[src/rtl/ptp_cap_pkg.sv]
package ptp_cap_pkg;

    localparam int TIME_W  = 64;
    localparam int WORD_W  = TIME_W / 2;
    localparam int NUM_DIR = 2;
    localparam int DIR_TX  = 0;
    localparam int DIR_RX  = 1;

    localparam logic [15:0] TIMING_ETYPE  = 16'h88F7;
    localparam logic [15:0] TIMING_PORT   = 16'd319;
    localparam logic [3:0]  EVENT_MT_MAX  = 4'd3;
    localparam logic [3:0]  VER_ONE       = 4'd1;
    localparam logic [3:0]  VER_TWO       = 4'd2;

    typedef enum logic [1:0] {
        RXF_V1_UDP   = 2'd0,
        RXF_V2_ONE   = 2'd1,
        RXF_V2_EVENT = 2'd2,
        RXF_NONE     = 2'd3
    } rx_filt_e;

    typedef struct packed {
        logic [15:0] etype;
        logic        is_udp;
        logic [15:0] dport;
        logic [3:0]  ver;
        logic [3:0]  mtype;
    } rx_hdr_t;

    function automatic logic l4_hit(rx_hdr_t h);
        return h.is_udp && (h.dport == TIMING_PORT);
    endfunction

    function automatic logic l2_hit(rx_hdr_t h);
        return h.etype == TIMING_ETYPE;
    endfunction

endpackage

[src/rtl/ptp_rx_qualifier.sv]
module ptp_rx_qualifier
    import ptp_cap_pkg::*;
(
    input  rx_filt_e   mode,
    input  logic [3:0] msg_sel,
    input  rx_hdr_t    hdr,
    output logic       hit
);
    logic transport_v2;

    always_comb begin
        transport_v2 = l2_hit(hdr) || l4_hit(hdr);
        unique case (mode)
            RXF_V1_UDP:   hit = l4_hit(hdr) && (hdr.ver == VER_ONE)
                                && (hdr.mtype == msg_sel);
            RXF_V2_ONE:   hit = transport_v2 && (hdr.ver == VER_TWO)
                                && (hdr.mtype == msg_sel);
            RXF_V2_EVENT: hit = transport_v2 && (hdr.ver == VER_TWO)
                                && (hdr.mtype <= EVENT_MT_MAX);
            default:      hit = 1'b0;
        endcase
    end

    // reserved mode never qualifies; R6: mode 0 never qualifies without UDP port
    always_comb begin
        p_reserved_mode_r9: assert (!(mode == RXF_NONE && hit));
        p_v1_needs_port_r6: assert (!(mode == RXF_V1_UDP && hit && !l4_hit(hdr)));
    end

endmodule

[src/rtl/ptp_stamp_latch.sv]
module ptp_stamp_latch
    import ptp_cap_pkg::*;
#(
    parameter int T_W = TIME_W,
    parameter int W_W = T_W / 2
) (
    input  logic               clk,
    input  logic               rst,
    input  logic               en,
    input  logic               sof,
    input  logic               hit,
    input  logic               rd_hi,
    input  logic [T_W-1:0]     time_in,
    output logic               valid,
    output logic [W_W-1:0]     stamp_lo,
    output logic [T_W-W_W-1:0] stamp_hi
);
    logic [T_W-1:0] stamp_q;
    logic           take;
    logic           release_now;

    assign take        = en && sof && hit && !valid;
    assign release_now = valid && rd_hi;

    always_ff @(posedge clk) begin
        if (rst) begin
            valid   <= 1'b0;
            stamp_q <= '0;
        end else if (release_now) begin
            valid   <= 1'b0;
        end else if (take) begin
            valid   <= 1'b1;
            stamp_q <= time_in;
        end
    end

    assign stamp_lo = stamp_q[W_W-1:0];
    assign stamp_hi = stamp_q[T_W-1:W_W];

    p_capture_time_r1: assert property (@(posedge clk) disable iff (rst)
        (!valid && en && sof && hit) |=> (valid && {stamp_hi, stamp_lo} == $past(time_in)));

    p_hold_locked_r2: assert property (@(posedge clk) disable iff (rst)
        (valid && !rd_hi) |=> (valid && $stable(stamp_lo) && $stable(stamp_hi)));

    p_release_r3: assert property (@(posedge clk) disable iff (rst)
        (valid && rd_hi) |=> !valid);

    p_idle_stays_r5: assert property (@(posedge clk) disable iff (rst)
        (!valid && !(en && sof && hit)) |=> !valid);

endmodule

[src/rtl/ptp_stamp_capture.sv]
module ptp_stamp_capture
    import ptp_cap_pkg::*;
(
    input  logic        clk,
    input  logic        rst,
    input  logic [63:0] time_in,
    input  logic        tx_en,
    input  logic        tx_sof,
    input  logic        tx_mark,
    input  logic        tx_rd_hi,
    output logic        tx_valid,
    output logic [31:0] tx_stamp_lo,
    output logic [31:0] tx_stamp_hi,
    input  logic        rx_en,
    input  logic [1:0]  rx_mode,
    input  logic [3:0]  rx_msg_sel,
    input  logic        rx_sof,
    input  logic [15:0] rx_etype,
    input  logic        rx_is_udp,
    input  logic [15:0] rx_dport,
    input  logic [3:0]  rx_ver,
    input  logic [3:0]  rx_mtype,
    input  logic        rx_rd_hi,
    output logic        rx_valid,
    output logic [31:0] rx_stamp_lo,
    output logic [31:0] rx_stamp_hi
);
    rx_hdr_t rx_hdr;
    logic    rx_hit;

    logic [NUM_DIR-1:0]        d_en, d_sof, d_hit, d_rd, d_valid;
    logic [WORD_W-1:0]         d_lo [NUM_DIR];
    logic [TIME_W-WORD_W-1:0]  d_hi [NUM_DIR];

    assign rx_hdr = '{etype: rx_etype, is_udp: rx_is_udp, dport: rx_dport,
                      ver: rx_ver, mtype: rx_mtype};

    ptp_rx_qualifier i_rx_qual (
        .mode    (rx_filt_e'(rx_mode)),
        .msg_sel (rx_msg_sel),
        .hdr     (rx_hdr),
        .hit     (rx_hit)
    );

    assign d_en[DIR_TX]  = tx_en;
    assign d_sof[DIR_TX] = tx_sof;
    assign d_hit[DIR_TX] = tx_mark;
    assign d_rd[DIR_TX]  = tx_rd_hi;
    assign d_en[DIR_RX]  = rx_en;
    assign d_sof[DIR_RX] = rx_sof;
    assign d_hit[DIR_RX] = rx_hit;
    assign d_rd[DIR_RX]  = rx_rd_hi;

    for (genvar g = 0; g < NUM_DIR; g++) begin : g_dir
        ptp_stamp_latch #(.T_W(TIME_W), .W_W(WORD_W)) i_latch (
            .clk      (clk),
            .rst      (rst),
            .en       (d_en[g]),
            .sof      (d_sof[g]),
            .hit      (d_hit[g]),
            .rd_hi    (d_rd[g]),
            .time_in  (time_in),
            .valid    (d_valid[g]),
            .stamp_lo (d_lo[g]),
            .stamp_hi (d_hi[g])
        );
    end

    assign tx_valid    = d_valid[DIR_TX];
    assign tx_stamp_lo = d_lo[DIR_TX];
    assign tx_stamp_hi = d_hi[DIR_TX];
    assign rx_valid    = d_valid[DIR_RX];
    assign rx_stamp_lo = d_lo[DIR_RX];
    assign rx_stamp_hi = d_hi[DIR_RX];

endmodule

[config.mk]
export PLATFORM = sky130hd
export DESIGN_NAME = ptp_stamp_capture
export DESIGN_NICKNAME = d
export VERILOG_FILES = /design/src/rtl/ptp_cap_pkg.sv /design/src/rtl/ptp_rx_qualifier.sv /design/src/rtl/ptp_stamp_latch.sv /design/src/rtl/ptp_stamp_capture.sv
export SDC_FILE = /design/constraint.sdc
export NUM_CORES = 1
export LEC_CHECK = 0
export BUFFER_PORTS_ARGS = -buffer_cell sky130_fd_sc_hd__buf_2
export CAP_MARGIN = 30
export CELL_PAD_IN_SITES_DETAIL_PLACEMENT = 2
export CELL_PAD_IN_SITES_GLOBAL_PLACEMENT = 2
export CORE_MARGIN = 2
export CORE_UTILIZATION = 26
export DETAILED_ROUTE_END_ITERATION = 10
export PLACE_DENSITY = 0.86
export SETUP_SLACK_MARGIN = 0.1
export SYNTH_ARGS = -nofsm -noshare
export SYNTH_HDL_FRONTEND = slang
export SYNTH_SLANG_ARGS = --single-unit
[constraint.sdc]
create_clock -name clk -period 2.46 [get_ports clk]
set_input_delay 0.369 -clock clk [delete_from_list [all_inputs] [get_ports clk]]
set_output_delay 0.369 -clock clk [all_outputs]
set_load 0.05 [all_outputs]
[After elaboration in Yosys (flattened, before gate mapping)]
Index checks and enable logic that the tools add are counted.
Widths: inputs -> output; s select.
Storage, ports and cells
  register bits after elaboration: 130
  output and inout bits: 130
Cells by class
  magnitude comparators: 1
  equal/unequal tests: 7
  mux-type cells: 1
  bitwise logic cells: 2
  reduce and logical (&&, ||, !) cells: 22
Operators by type and width (count)
  $eq 16x16->1 const B: 1
  $eq 16x9->1 const B: 1
  $logic_and 1x1->1: 14
  $eq 4x1->1 const B: 1
  $eq 4x2->1 const B: 1
  $eq 4x4->1: 1
  $le 4x2->1 const B: 1
  $reduce_and 2->1: 2
  $reduce_or 2->1: 2
  $pmux 1 s3: 1
  $eq 2x1->1 const B: 1
  $eq 2x2->1 const B: 1
  $logic_not 1->1: 2
  $logic_not 2->1: 1
  $not 1->1: 2
  $logic_or 1x1->1: 1

[Depth between registers and ports, before layout]
Gate-level depths: netlist (run 1).
  depth in word-level cells: 9
  depth in mapped cells: 9
  mapped depth without buffers: 7

[Cells and area by module]
Synthesis (run 1) repeated with hierarchy kept, for this count alone.
Second synthesis, totals
  cells, all modules: 599
  area total of the unflattened synthesis: 6103.4 um2
Modules (own cells, without submodules)
  ptp_stamp_latch: instances 2, cells each 282, area each 2921.6 um2
  ptp_rx_qualifier: instances 1, cells each 35, area each 260.2 um2

[Least setup slack after synthesis (run 1)]
No wires, ideal clock.
  path type: input-to-reg
  start point: in rx_mode[0]
  end point: reg g_dir[1].i_latch.stamp_q[0]
  setup time: 0.072 ns
  arrival time: 1.866 ns
  slack: 0.522 ns
  stages: 9
  path through: inv_1 ha_1 and3b_2 a2bb2oi_1 a2111oi_2 o21a_2 buf_12 buf_12 mux2i_1
Between the ends
  longest elaborated chain between the ends: 5
  elaborated cells between the ends (all ways): 7
  those cells by class: 2 x eq/ne; 1 x mux; 4 x reduce/logical
RTL lines
  from (decl): RTL line ptp_stamp_capture.sv:15  | input logic [1:0] rx_mode,
  $eq 2x2->1 (tied with other cells): RTL line ptp_rx_qualifier.sv:13  | unique case (mode)
  $pmux 1 s3 *: RTL line ptp_rx_qualifier.sv:13
  $logic_and 1x1->1 * (2 in a row): RTL line ptp_stamp_latch.sv:22  | assign take = en && sof && hit && !valid;
  $reduce_and 2->1 (no source line) *
  to (signal assigned): RTL line ptp_stamp_latch.sv:33  | stamp_q <= time_in;
  to (decl): RTL line ptp_stamp_latch.sv:18  | logic [T_W-1:0] stamp_q;
Every way passes the cells marked *; elsewhere a longest branch is shown, timed or not.
A chain may end at the register's enable or synchronous reset.

[Worst setup path in the final report (run 1)]
  start point: in rx_mode[0]
  end point: reg g_dir[1].i_latch.stamp_q[20]
Same word-level chain as after synthesis.

==> qor_table.md, run 1 <==
| Metric | Value |
|:---|:---|
| Clock Latency Late Sink | 410 ps |
| Largest clock skew in the final design | 8.21 ps |
| Top cells by area, synth | sky130_fd_sc_hd__dfxtp_1 (48%), sky130_fd_sc_hd__nand2b_1 (15%), sky130_fd_sc_hd__mux2i_1 (12%) |
| Clock network fraction of design power | 50.3% |
| Result of the run | finished, final reports clean |
| Post-route fraction of the period consumed by the critical path | 78.7% |
| Clock tree root buffer cell | sky130_fd_sc_hd__clkbuf_16 |
| Drt total wl | 18200 um |
| 1st-iter DRT viols | 162 |
| Routability-driven placement congestion ratio | 0.752 |
| Die area | 22200 um^2 |
| Vias in the first global route | 5408 |
| TritonCTS clock tree | done |
| Sequential cell area fraction in the yosys report | 47.7% |
| Global-route met1 utilization | 18.1% |
| Reg2reg path depth | 6 |
| Fin Setup TNS | 0 ps |
| Initial antenna violation count | 0 |
| Number of buffers added to fix hold violations after cts | 0 |
| Total power | 5340 uW |
| Count of port buffers added during placement | 249 |
| Leading cell types in the layout, fill and taps excluded | sky130_fd_sc_hd__buf_2 (248), sky130_fd_sc_hd__nand2b_1 (130), sky130_fd_sc_hd__dfxtp_1 (130), sky130_fd_sc_hd__nand2_1 (128), sky130_fd_sc_hd__a21oi_1 (66) |
| Max-slew violation count | 0 |
| Avg Cell Area, Syn | 9.08 um^2 |
| Setup repair after global routing missed its margin | false |
| Total global routing track utilization | 16.5% |
| Layout net count | 960 |
| Combinational share of power | 9.3% |
| Internal power | 4020 uW |
| Final Setup Violations | 0 |
| Yosys warnings | 0 |
| Fraction of final layout cells with drive strength greater than 1 | 34.6% |
| Area leader, netlist | sky130_fd_sc_hd__dfxtp_1 |
| Worst-margin pin slew | 432 ps |
| Endpoint type of the worst setup path | flip-flop |
| Period minus WS final | 1940 ps |
| Met3 routing resource usage after global routing | 5.02% |
| WP data arrival | 2260 ps |
| Synthesis-stage register bit count | 130 |
| Initial Utilization | 26.2% |
| Cell count after synthesis | 601 |
| Number of buffers added by the clock tree synthesis step | 17 |
| Category of the most critical setup path | primary input to flip-flop |
| Fraction of power spent switching nets | 24.6% |
| Proportion of netlist area held by the largest area contributor | 47.7% |
| Number of nets with antenna violations after routing | 0 |
| R2R Path End | g_dir[1].i_latch.stamp_q[20] |
| Core Rows | 53 |
| Level count of the clock H-tree | 4 |
| Area of the core region | 20800 um^2 |
| Vias per cell | 4.50 |
| Static leakage power | 0.00324 uW |
| Startpoint of the worst-slack reg-to-reg timing path | g_dir[1].i_latch.valid |
| Setup repair bufs after CTS | 0 |
| Total via count in the routed design | 5061 |
| Type of the most critical hold path | primary input to flip-flop |
| Commonest non-fill, non-tap cell in the layout | sky130_fd_sc_hd__buf_2 |
| Met2 Use GR | 30.6% |
| Global-route wire length before repair | 28500 um |
| Achievable clock frequency | 0.517 GHz |
| Die outline width | 149 um |
| Clock-pin slew on the worst setup and hold paths | 60 ps |
| Most heavily used metal layer in global routing | met2 |
| Number of diodes | 0 |
| DPL Wire Length | 13500 um |
| Number of buffers between clock root and the deepest sink | 2 |
| Relative slew slack | 71.2% |
| Number of failing hold endpoints at the final stage | 0 |
| Number of detailed-routing iterations run before antenna repair | 4 |
| Pwr/cell area | 709 nW/um^2 |
| Critical Path Start | rx_mode[0] |
| Number of clock sinks seen by CTS | 130 |
| Number of ports placed on the die boundary | 250 |
| Netlist Area Pre-Place | 5460 um^2 |
| Number of nets in the synthesized netlist | 724 |
| DR WL/cell | 16.2 um |
| Maximum net fanout on the critical path | 29 |
| Reg power frac | 40.4% |
| Count of unresolved DRC violations after routing | 0 |
| Cells resized by post-CTS repair | 0 |
| Layout overhead on the synthesized area | 38.0% |
| Critical path startpoint category | primary input |
| GRT Residual Overflow | 0 |
| NetSw | 1320 uW |
| Register-to-register setup slack | 530 ps |
| Pin count of the biggest net entering global routing | 70 |
| Die Span Y | 149 um |
| Worst setup path endpoint | g_dir[1].i_latch.stamp_q[20] |
| CP Data Required Time | 2790 ps |
| Maximum ir drop on the vdd rail | 0.407 mV |
| Count of cell types in the netlist | 30 |
| Number of maximum-capacitance constraint violations | 0 |
==> synth_stat cells <==
cell / count
sky130_fd_sc_hd__a2111oi_2: 1
sky130_fd_sc_hd__buf_1: 3
sky130_fd_sc_hd__o22ai_1: 1
sky130_fd_sc_hd__dfxtp_1: 130
sky130_fd_sc_hd__and3b_2: 1
sky130_fd_sc_hd__nor4b_1: 1
sky130_fd_sc_hd__o21a_2: 1
sky130_fd_sc_hd__mux2i_1: 64
sky130_fd_sc_hd__and4b_1: 2
sky130_fd_sc_hd__nand4_1: 3
sky130_fd_sc_hd__inv_1: 2
sky130_fd_sc_hd__nand3_1: 3
sky130_fd_sc_hd__a2bb2oi_1: 1
sky130_fd_sc_hd__o21ai_0: 2
sky130_fd_sc_hd__ha_1: 3
sky130_fd_sc_hd__xnor2_1: 4
sky130_fd_sc_hd__and4_1: 1
sky130_fd_sc_hd__nand2_1: 128
sky130_fd_sc_hd__and4bb_2: 1
sky130_fd_sc_hd__nor4bb_1: 2
sky130_fd_sc_hd__clkbuf_1: 32
sky130_fd_sc_hd__a22oi_1: 1
sky130_fd_sc_hd__nor2_1: 4
sky130_fd_sc_hd__nor4_1: 2
sky130_fd_sc_hd__nor2b_1: 2
sky130_fd_sc_hd__nand4bb_1: 1
sky130_fd_sc_hd__nand2b_1: 130
sky130_fd_sc_hd__buf_12: 7
sky130_fd_sc_hd__a21oi_1: 66
sky130_fd_sc_hd__nand4b_1: 2
==> layer usage <==
| metal | vias up | share of wire (%) |
|---|---|---|
| li1 | 2440 | - |
| met1 | 2447 | 40 |
| met2 | 158 | 53 |
| met3 | 16 | 6.4 |
| met4 | 0 | 1.2 |
| met5 | - | 0 |
==> critical path, stage by stage <==
cell and delay, ps:
sky130_fd_sc_hd__buf_2 90, sky130_fd_sc_hd__inv_1 50, sky130_fd_sc_hd__ha_1 240, sky130_fd_sc_hd__and3b_2 240, sky130_fd_sc_hd__a2bb2oi_1 60, sky130_fd_sc_hd__a2111oi_2 400, sky130_fd_sc_hd__o21a_4 300, sky130_fd_sc_hd__buf_12 250
sky130_fd_sc_hd__mux2i_1 240
==> layout make-up <==
class                   count  area, um^2
clock buffers              19         433
repair buffers            259        1370
clock inverters            13         185
multi-input cells         427        2580
flip-flops and latches    130        2600
inverters                   2        7.51
well taps                 275         344
fillers                  2414       13300
==> how the worst min path moves through the flow <==
stage	endpoint	slack (ps)	cells after the start	start
finish	g_dir[0].i_latch.stamp_q[31]	200	3	time_in[31]
CTS	g_dir[0].i_latch.stamp_q[31]	180	3	time_in[31]
detailed placement	g_dir[0].i_latch.stamp_q[46]	450	2	g_dir[0].i_latch.stamp_q[46]
global placement	g_dir[0].i_latch.stamp_q[25]	440	2	g_dir[0].i_latch.stamp_q[25]
global route	g_dir[0].i_latch.stamp_q[63]	200	3	time_in[63]
floorplan	g_dir[0].i_latch.stamp_q[0]	510	2	time_in[0]
==> sequential cells by signal, indices dropped and copies added, names as in the netlist <==
| register | count |
|---|---|
| g_dir.i_latch.valid | 2 |
| g_dir.i_latch.stamp_q | 128 |
==> cells by family after synthesis <==
family          after synthesis  synth area share [%]
compound gates               73                  7.08
xor+xnor                      4                 0.642
fa+ha+maj                     3                 0.688
buf+inv                      44                  5.11
flops                       130                  47.7
mux                          64                  11.7
simple gates                283                  27.1
==> power by group through the flow <==
stage / registers [uW] / clock network (uW) / logic [uW]
2_1_floorplan: 2330 / 0 / 169
3_3_place_gp: 2200 / 0 / 489
3_5_place_dp: 2210 / 0 / 502
4_1_cts: 2160 / 2770 / 505
5_1_grt: 2160 / 2880 / 540
6_report: 2160 / 2680 / 495
==> through the flow <==
step / std cells / utilization, % / setup slack (ps) / hold slack, ps / area (um^2)
2_1_floorplan: 601 / - / 522 / 505 / 5460
3_3_place_gp: 1093 / 33.2 / 193 / 439 / 6910
3_5_place_dp: 1093 / 33.2 / 94.6 / 448 / 6910
4_1_cts: 1125 / 36.2 / 495 / 184 / 7530
5_1_grt: 1125 / 36.2 / 339 / 197 / 7530
6_report: 1125 / 36.2 / 525 / 202 / 7530
Power figures use the tool's default switching activity.
==> run 2, diff against run 1 <==
CORE_UTILIZATION = 24   (was 26)
PLACE_DENSITY = 0.84   (was 0.86)
clock period = 1.7 ns   (was 2.46 ns; I/O delays follow)
==> run 2 against run 1 <==
The flow now finishes with violations (negative setup slack). Utilization down 0.84 points. Power up 46%. Global-route usage down 0.58 points. Die area up 8.1%. Sequential cell count unchanged. Sequential share of layout area down 1.8 points. Worst hold slack worse by 120 ps. Clock skew up 0.97 ps. Wire length up 5.1%. First-iteration DRC count up 4.9%. Register-to-register slack worse by 670 ps. Count of clock-buffer cells in the layout up 2. Critical path type is now flip-flop to flip-flop.
==> qor_table.md, run 2 (same netlist as run 1, synthesis figures left out) <==
| Metric | Value | Change |
|:---|:---|:---|
| Reg power frac | 40.1% | was 40.4% |
| Met1 wire length | 7640 um | was 7230 um |
| Area after detailed placement | 7000 um^2 | was 6910 um^2 |
| Post-route fraction of the period consumed by the critical path | 108% |  |
| Number of nets with antenna violations after routing | 0 | unchanged |
| Vias in the first global route | 5611 | was 5408 |
| DR WL/cell | 16.6 um | was 16.2 um |
| Met2 WL | 10100 um | was 9610 um |
| Fraction of power spent switching nets | 24.9% | was 24.6% |
| Count of port buffers added during placement | 249 | unchanged |
| Total global routing track utilization | 15.9% | was 16.5% |
| Design Area, Final | 7950 um^2 | was 7530 um^2 |
| CP Data Required Time | 2040 ps | was 2790 ps |
| Pin count of the biggest net entering global routing | 71 | was 70 |
| Setup repair after global routing missed its margin | true | was false |
| Achievable clock frequency | 0.544 GHz |  |
| Fraction of final layout cells with drive strength greater than 1 | 37.4% | was 34.6% |
| Number of detailed-routing iterations run before antenna repair | 4 | unchanged |
| Registers with the most flip-flops | g_dir.i_latch.stamp_q (128), g_dir.i_latch.valid (2) | unchanged |
| Critical path startpoint category | flip-flop | was primary input |
| Core Rows | 55 | was 53 |
| Category of the most critical setup path | flip-flop to flip-flop | was primary input to flip-flop |
| Endpoint type of the worst setup path | flip-flop | unchanged |
| TritonCTS clock tree | done | unchanged |
| Internal power | 5850 uW | was 4020 uW |
| Combinational share of power | 9.5% | was 9.3% |
| Result of the run | complete, but fails checks | was finished, final reports clean |
| Leading cell types in the layout, fill and taps excluded | sky130_fd_sc_hd__buf_2 (248), sky130_fd_sc_hd__nand2b_1 (130), sky130_fd_sc_hd__nand2_1 (128), sky130_fd_sc_hd__dfxtp_1 (128), sky130_fd_sc_hd__a21oi_1 (66) | was sky130_fd_sc_hd__buf_2 (248), sky130_fd_sc_hd__nand2b_1 (130), sky130_fd_sc_hd__dfxtp_1 (130), sky130_fd_sc_hd__nand2_1 (128), sky130_fd_sc_hd__a21oi_1 (66) |
| Total power | 7780 uW | was 5340 uW |
| Clock network fraction of design power | 50.4% | was 50.3% |
| Total via count in the routed design | 5120 | was 5061 |
| Number of buffers between clock root and the deepest sink | 2 | unchanged |
| Violations in the final reports | negative setup slack |  |
| Die outline width | 155 um | was 149 um |
| Largest clock skew in the final design | 9.18 ps | was 8.21 ps |
| Static leakage power | 0.00341 uW | was 0.00324 uW |
| Number of ports placed on the die boundary | 250 | unchanged |
| Level count of the clock H-tree | 4 | unchanged |
| Most flop-heavy register | g_dir.i_latch.stamp_q | unchanged |
| Die area | 24000 um^2 | was 22200 um^2 |
| Wire length on met3 | 1080 um | was 1170 um |
| Flip-flop count of the largest register after layout | 128 | unchanged |
| Global-route wire length before repair | 29700 um | was 28500 um |
| Pwr/cell area | 979 nW/um^2 | was 709 nW/um^2 |
| GRT Residual Overflow | 0 | unchanged |
| Max-slew violation count | 0 | unchanged |
| Initial antenna violation count | 1 | was 0 |
| Initial Utilization | 24.3% | was 26.2% |
| WP data arrival | 2180 ps | was 2260 ps |
| Clock-pin slew on the worst setup and hold paths | 60 ps | about the same |
| Vias per cell | 4.45 | was 4.50 |
| Count of unresolved DRC violations after routing | 0 | unchanged |
| PnR worst setup slack | -137 ps | was 525 ps |
| Relative slew slack | 74.3% | was 71.2% |
| 1st-iter DRT viols | 170 | was 162 |
| Drt total wl | 19100 um | was 18200 um |
| Number of maximum-capacitance constraint violations | 0 | unchanged |
| Layout net count | 974 | was 960 |
| Maximum net fanout on the critical path | 8 | was 29 |
| Clock Latency Late Sink | 420 ps | was 410 ps |
| Maximum ir drop on the vdd rail | 0.687 mV | was 0.407 mV |
| Clock tree root buffer cell | sky130_fd_sc_hd__clkbuf_16 | unchanged |
| Final Setup Violations | 64 | was 0 |
| Number of failing hold endpoints at the final stage | 0 | unchanged |
| Routability-driven placement congestion ratio | 0.733 | was 0.752 |
| Commonest non-fill, non-tap cell in the layout | sky130_fd_sc_hd__buf_2 | unchanged |
| Area of the core region | 22500 um^2 | was 20800 um^2 |
| Layout overhead on the synthesized area | 45.6% | was 38.0% |
| Number of buffers added by the clock tree synthesis step | 17 | unchanged |
| Period minus WS final | 1840 ps |  |
| Topmost layer with routed signal wires | met4 | unchanged |
| Number of clock sinks seen by CTS | 130 | unchanged |
| Type of the most critical hold path | primary input to flip-flop | unchanged |
| Die Span Y | 155 um | was 149 um |
| Worst-margin pin slew | 385 ps | was 432 ps |
| NetSw | 1940 uW | was 1320 uW |
| DPL Wire Length | 13100 um | was 13500 um |
==> run 2: worst paths after layout <==
path                            slack [ps]  cells past startpoint                          from                            to
worst max-delay path                  -140                      8        g_dir[1].i_latch.valid  g_dir[1].i_latch.stamp_q[28]
worst min-delay path                    80                      3                   time_in[35]  g_dir[0].i_latch.stamp_q[35]
worst max register to register        -140                      8        g_dir[1].i_latch.valid  g_dir[1].i_latch.stamp_q[28]
worst min register to register         450                      2  g_dir[0].i_latch.stamp_q[37]  g_dir[0].i_latch.stamp_q[37]
==> run 2: critical path, stage by stage, from the launching register on <==
cell	delay, ps
sky130_fd_sc_hd__dfxtp_2	320
sky130_fd_sc_hd__and4bb_2	300
sky130_fd_sc_hd__nand3_2	90
sky130_fd_sc_hd__nor4_2	150
sky130_fd_sc_hd__buf_4	160
sky130_fd_sc_hd__o21a_4	220
sky130_fd_sc_hd__buf_12	130
sky130_fd_sc_hd__buf_16	140
sky130_fd_sc_hd__mux2i_4	230
==> run 2: layout make-up <==
class	instances	area [um^2]
Antenna cell	1	2.50
Timing Repair Buffer	273	1690
Multi-Input combinational cell	427	2650
Clock inverter	11	151
Inverter	2	20.0
Fill cell	2551	14600
Sequential cell	130	2610
Tap cell	285	357
Clock buffer	21	480
==> run 2: power by group through the flow <==
stage	clock network, uW	registers (uW)	logic (uW)
final	3920	3120	738
after global placement	0	3190	728
after CTS	4020	3120	749
after global routing	4180	3130	803
after floorplan	0	3370	250
after detailed placement	0	3190	745
==> run 2: metal layers <==
layer | vias up | GRT usage [%]
li1 | 2475 | -
met1 | 2473 | 17.0
met2 | 154 | 30.2
met3 | 18 | 4.57
met4 | 0 | 4.85
met5 | - | 0
==> run 2: what timing repair did <==
action,4_1_cts,5_1_grt
gates cloned,4,2
gates resized for setup,8,9
buffers inserted,3,4
setup endpoints to repair,64,64
hold buffers,0,0
==> run 2: stage by stage <==
| step | hold WS [ps] | instances | setup TNS (ps) | setup slack [ps] | utilization (%) |
|---|---|---|---|---|---|
| global route | 81.3 | 1150 | -11680 | -238 | 35.3 |
| global placement | 440 | 1104 | -26730 | -432 | 31.1 |
| finish | 83.8 | 1150 | -5330 | -137 | 35.3 |
| detailed placement | 450 | 1104 | -29320 | -513 | 31.1 |
| floorplan | 391 | 601 | -4550 | -75.8 | - |
| CTS | 66.4 | 1143 | -5920 | -154 | 34.7 |
==> run 3, diff against run 2 <==
ABC_AREA = 1   (was not set)
CORE_UTILIZATION = 22   (was 24)
CTS_CLUSTER_SIZE = 16   (was not set)
HOLD_SLACK_MARGIN = 0.12   (was not set)
PLACE_DENSITY = 0.83   (was 0.84)
==> run 3 against run 2 <==
The flow now finishes without violations. Combinational power rose by 41%. Power rose by 3.3%. Non-clock buffer count rose by 48. Cell count rose by 19%. Critical path depth fell by 4. Cell area rose by 2.9%. Maximum frequency rose by 29%. Count of clock-buffer cells in the layout fell by 3. Global-route usage rose by 1.2 points. Worst hold slack improved by 39 ps. Critical endpoint is now g_dir[0].i_latch.stamp_q[46].
==> qor_table.md, run 3 <==
| Metric | Value | Change |
|:---|:---|:---|
| Number of nets in the synthesized netlist | 870 | was 724 |
| NetSw | 2220 uW | was 1940 uW |
| Maximum ir drop on the vdd rail | 0.442 mV | was 0.687 mV |
| Global-route wire length before repair | 36000 um | was 29700 um |
| DPL Wire Length | 15100 um | was 13100 um |
| Count of unresolved DRC violations after routing | 0 | unchanged |
| TritonCTS clock tree | done | unchanged |
| Level count of the clock H-tree | 4 | unchanged |
| Setup repair bufs after CTS | 0 | was 3 |
| Die outline width | 161 um | was 155 um |
| Fraction of power spent switching nets | 27.6% | was 24.9% |
| Number of buffers added by the clock tree synthesis step | 17 | unchanged |
| Number of maximum-capacitance constraint violations | 0 | unchanged |
| Registers with the most flip-flops | g_dir.i_latch.stamp_q (128), g_dir.i_latch.valid (2) | unchanged |
| Share of flip-flops with an asynchronous set or reset after synthesis | 0% | unchanged |
| Min-Delay Startpoint | time_in[63] | was time_in[35] |
| Most frequent cell after synthesis | sky130_fd_sc_hd__dfxtp_1 |  |
| Critical path startpoint category | flip-flop | unchanged |
| Drt total wl | 22300 um | was 19100 um |
| Number of buffers between clock root and the deepest sink | 2 | unchanged |
| Proportion of netlist area held by the largest area contributor | 47.8% | was 47.7% |
| Reg2reg path depth | 4 | was 8 |
| Setup repair after global routing missed its margin | false | was true |
| Commonest cells in the synthesized netlist | sky130_fd_sc_hd__dfxtp_1 (130), sky130_fd_sc_hd__a21oi_1 (129), sky130_fd_sc_hd__nand2_1 (98) | was sky130_fd_sc_hd__dfxtp_1 (130), sky130_fd_sc_hd__nand2b_1 (130), sky130_fd_sc_hd__nand2_1 (128) |
| GRT Residual Overflow | 0 | unchanged |
| Routability-driven placement congestion ratio | 0.710 | was 0.733 |
| Layout overhead on the synthesized area | 50.2% | was 45.6% |
| Post-route fraction of the period consumed by the critical path | 84.0% | was 108% |
| Largest clock skew in the final design | 9.96 ps | was 9.18 ps |
| Number of failing hold endpoints at the final stage | 0 | unchanged |
| Period minus WS final | 1430 ps | was 1840 ps |
| CP Data Required Time | 2020 ps | was 2040 ps |
| Worst-margin pin slew | 692 ps | was 385 ps |
| Internal power | 5820 uW | was 5850 uW |
| Synthesis-stage register bit count | 130 | unchanged |
| Netlist Area Pre-Place | 5450 um^2 | was 5460 um^2 |
| Count of cell types in the netlist | 21 | was 30 |
| Commonest non-fill, non-tap cell in the layout | sky130_fd_sc_hd__buf_2 | unchanged |
| Flip-flop count of the largest register after layout | 128 | unchanged |
| Total power | 8040 uW | was 7780 uW |
| Vias per cell | 4.47 | was 4.45 |
| Die Span Y | 161 um | was 155 um |
| Result of the run | finished, final reports clean | was complete, but fails checks |
| Max-slew violation count | 0 | unchanged |
| Top cells by area, synth | sky130_fd_sc_hd__dfxtp_1 (48%), sky130_fd_sc_hd__a21oi_1 (12%), sky130_fd_sc_hd__nand2_1 (6.8%) | was sky130_fd_sc_hd__dfxtp_1 (48%), sky130_fd_sc_hd__nand2b_1 (15%), sky130_fd_sc_hd__mux2i_1 (12%) |
| DR WL/cell | 16.3 um | was 16.6 um |
| Cell count after synthesis | 747 | was 601 |
| Total via count in the routed design | 6119 | was 5120 |
| Number of ports placed on the die boundary | 250 | unchanged |
| Vias in the first global route | 6677 | was 5611 |
| Hold depth | 3 | unchanged |
| Clock Latency Late Sink | 410 ps | was 420 ps |
| Crit-path slowest cell | sky130_fd_sc_hd__dfxtp_1 | was sky130_fd_sc_hd__dfxtp_2 |
| Sequential cell area fraction in the yosys report | 47.8% | was 47.7% |
| Die area | 26000 um^2 | was 24000 um^2 |
| Capture endpoint of the worst hold path | g_dir[0].i_latch.stamp_q[63] | was g_dir[0].i_latch.stamp_q[35] |
| Yosys warnings | 0 | unchanged |
| Area of the core region | 24300 um^2 | was 22500 um^2 |
| Relative slew slack | 53.9% | was 74.3% |
| Clock-pin slew on the worst setup and hold paths | 60 ps | about the same |
| Pin count of the biggest net entering global routing | 99 | was 71 |
| CP cell instances | nor2_4 > buf_12 > o21ai_0 > a21oi_1 | was and4bb_2 > nand3_2 > nor4_2 > buf_4 > o21a_4 > buf_12 > buf_16 > mux2i_4 |
| Number of diodes | 0 | was 1 |
| R2R Path End | g_dir[0].i_latch.stamp_q[46] | was g_dir[1].i_latch.stamp_q[28] |
| Startpoint of the worst-slack reg-to-reg timing path | g_dir[0].i_latch.valid | was g_dir[1].i_latch.valid |
| Clock tree root buffer cell | sky130_fd_sc_hd__clkbuf_16 | unchanged |
| Peak per-stage delay on the critical path | 370 ps | was 320 ps |
| Layout net count | 1155 | was 974 |
| Most common flop cell mapped by yosys | sky130_fd_sc_hd__dfxtp_1 | unchanged |
| 1st-iter DRT viols | 197 | was 170 |
| Avg Cell Area, Syn | 7.29 um^2 | was 9.08 um^2 |
| Count of flip-flops with a built-in enable after synthesis | 0 | unchanged |
| WP data arrival | 1750 ps | was 2180 ps |
| Achievable clock frequency | 0.700 GHz | was 0.544 GHz |
| Number of detailed-routing iterations run before antenna repair | 4 | unchanged |
| Final worst hold slack | 123 ps | was 83.8 ps |
| Number of nets with antenna violations after routing | 0 | unchanged |
| Number of clock sinks seen by CTS | 130 | unchanged |
| Reg power frac | 39.4% | was 40.1% |
| Initial Utilization | 22.4% | was 24.3% |
| Initial antenna violation count | 2 | was 1 |
| Combinational share of power | 12.9% | was 9.5% |
| Area after detailed placement | 7040 um^2 | was 7000 um^2 |
| Total global routing track utilization | 17.2% | was 15.9% |
| Most flop-heavy register | g_dir.i_latch.stamp_q | unchanged |
| Static leakage power | 0.00412 uW | was 0.00341 uW |
| Fin Setup TNS | 0 ps | was -5330 ps |
| Clock network fraction of design power | 47.7% | was 50.4% |
| Pwr/cell area | 983 nW/um^2 | was 979 nW/um^2 |
| Leading cell types in the layout, fill and taps excluded | sky130_fd_sc_hd__buf_2 (249), sky130_fd_sc_hd__dfxtp_1 (130), sky130_fd_sc_hd__a21oi_1 (129), sky130_fd_sc_hd__nand2_1 (98), sky130_fd_sc_hd__nor2_1 (92) | was sky130_fd_sc_hd__buf_2 (248), sky130_fd_sc_hd__nand2b_1 (130), sky130_fd_sc_hd__nand2_1 (128), sky130_fd_sc_hd__dfxtp_1 (128), sky130_fd_sc_hd__a21oi_1 (66) |
| Core Rows | 57 | was 55 |
| Type of the most critical hold path | primary input to flip-flop | unchanged |
| Maximum net fanout on the critical path | 98 | was 8 |
| Design Area, Final | 8180 um^2 | was 7950 um^2 |
| Category of the most critical setup path | flip-flop to flip-flop | unchanged |
| Area leader, netlist | sky130_fd_sc_hd__dfxtp_1 | unchanged |
| Endpoint type of the worst setup path | flip-flop | unchanged |
| Register-to-register setup slack | 270 ps | was -140 ps |
| Final Setup Violations | 0 | was 64 |
| Count of port buffers added during placement | 249 | unchanged |
| Fraction of final layout cells with drive strength greater than 1 | 29.5% | was 37.4% |
==> run 3: changes by cell type after synthesis, sizes merged, moves of 4 or more <==
cell	delta
xnor2	-4
nand3	+70
nor2	+89
nand2	-27
clkbuf	-10
nand2b	-130
buf	+23
mux2i	-64
o21ai	+62
a21oi	+64
inv	+86
nor3	+4
==> run 3: worst max path at each step <==
| stage | startpoint | endpoint | slack (ps) | cells past startpoint |
|---|---|---|---|---|
| after global placement | rx_mode[0] | g_dir[1].i_latch.stamp_q[63] | -40 | 11 |
| after floorplan | g_dir[1].i_latch.valid | g_dir[1].i_latch.stamp_q[0] | 120 | 6 |
| after detailed placement | rx_mode[0] | g_dir[1].i_latch.stamp_q[5] | -170 | 11 |
| final | g_dir[0].i_latch.valid | g_dir[0].i_latch.stamp_q[46] | 270 | 4 |
| after global routing | g_dir[0].i_latch.valid | g_dir[0].i_latch.stamp_q[46] | 160 | 4 |
| after CTS | rx_mode[0] | g_dir[1].i_latch.stamp_q[1] | 250 | 11 |
==> run 3: timing repair <==
item                                    in CTS  in global routing
endpoints found under the setup margin       0                  3
hold buffers                                53                  0
hold endpoints to repair                    54                  0
resized for setup                            0                  1
==> run 3: worst max-delay path: cells and delay by family (launching register included) <==
kind / cells / cell delay [ps]
AND/OR/NAND/NOR: 1 / 170
AO/OA/AOI/OAI: 2 / 400
buffers and inverters: 1 / 300
flip-flops: 1 / 370
==> run 3: cell type report <==
type	instances	area (um^2)
fillers	2832	16100
flip-flops and latches	130	2600
multi-input cells	474	2190
repair buffers	321	2040
clock buffers	18	429
well taps	324	405
inverters	88	332
clock inverters	13	176
==> run 3: power by group through the flow <==
stage	Clock, uW	Combinational, uW	Sequential [uW]
after floorplan	0	290	3500
after global placement	0	909	3230
after detailed placement	0	935	3230
after CTS	3940	1040	3160
after global routing	4090	1130	3170
final	3830	1040	3170
==> run 3: layer usage <==
metal  vias up  global-route usage [%]  wire (um)
li1       2976                       -          -
met1      2942                    19.1       9100
met2       176                    31.5      11400
met3        23                    5.60       1460
met4         2                    4.34        312
met5         -                       0         13
==> run 3: per-stage QoR <==
stage / utilization (%) / std cells / setup slack [ps]
floorplan: - / 747 / 124
global placement: 28.9 / 1284 / -35.1
detailed placement: 28.9 / 1284 / -166
CTS: 33.6 / 1368 / 250
global route: 33.6 / 1368 / 156
finish: 33.6 / 1368 / 272
==> run 3: logic make-up after synthesis <==
family | after synthesis | synth area share [%]
simple gates | 277 | 21.3
compound gates | 194 | 17.9
buf+inv | 143 | 12.3
flops | 130 | 47.8
fa+ha+maj | 3 | 0.689
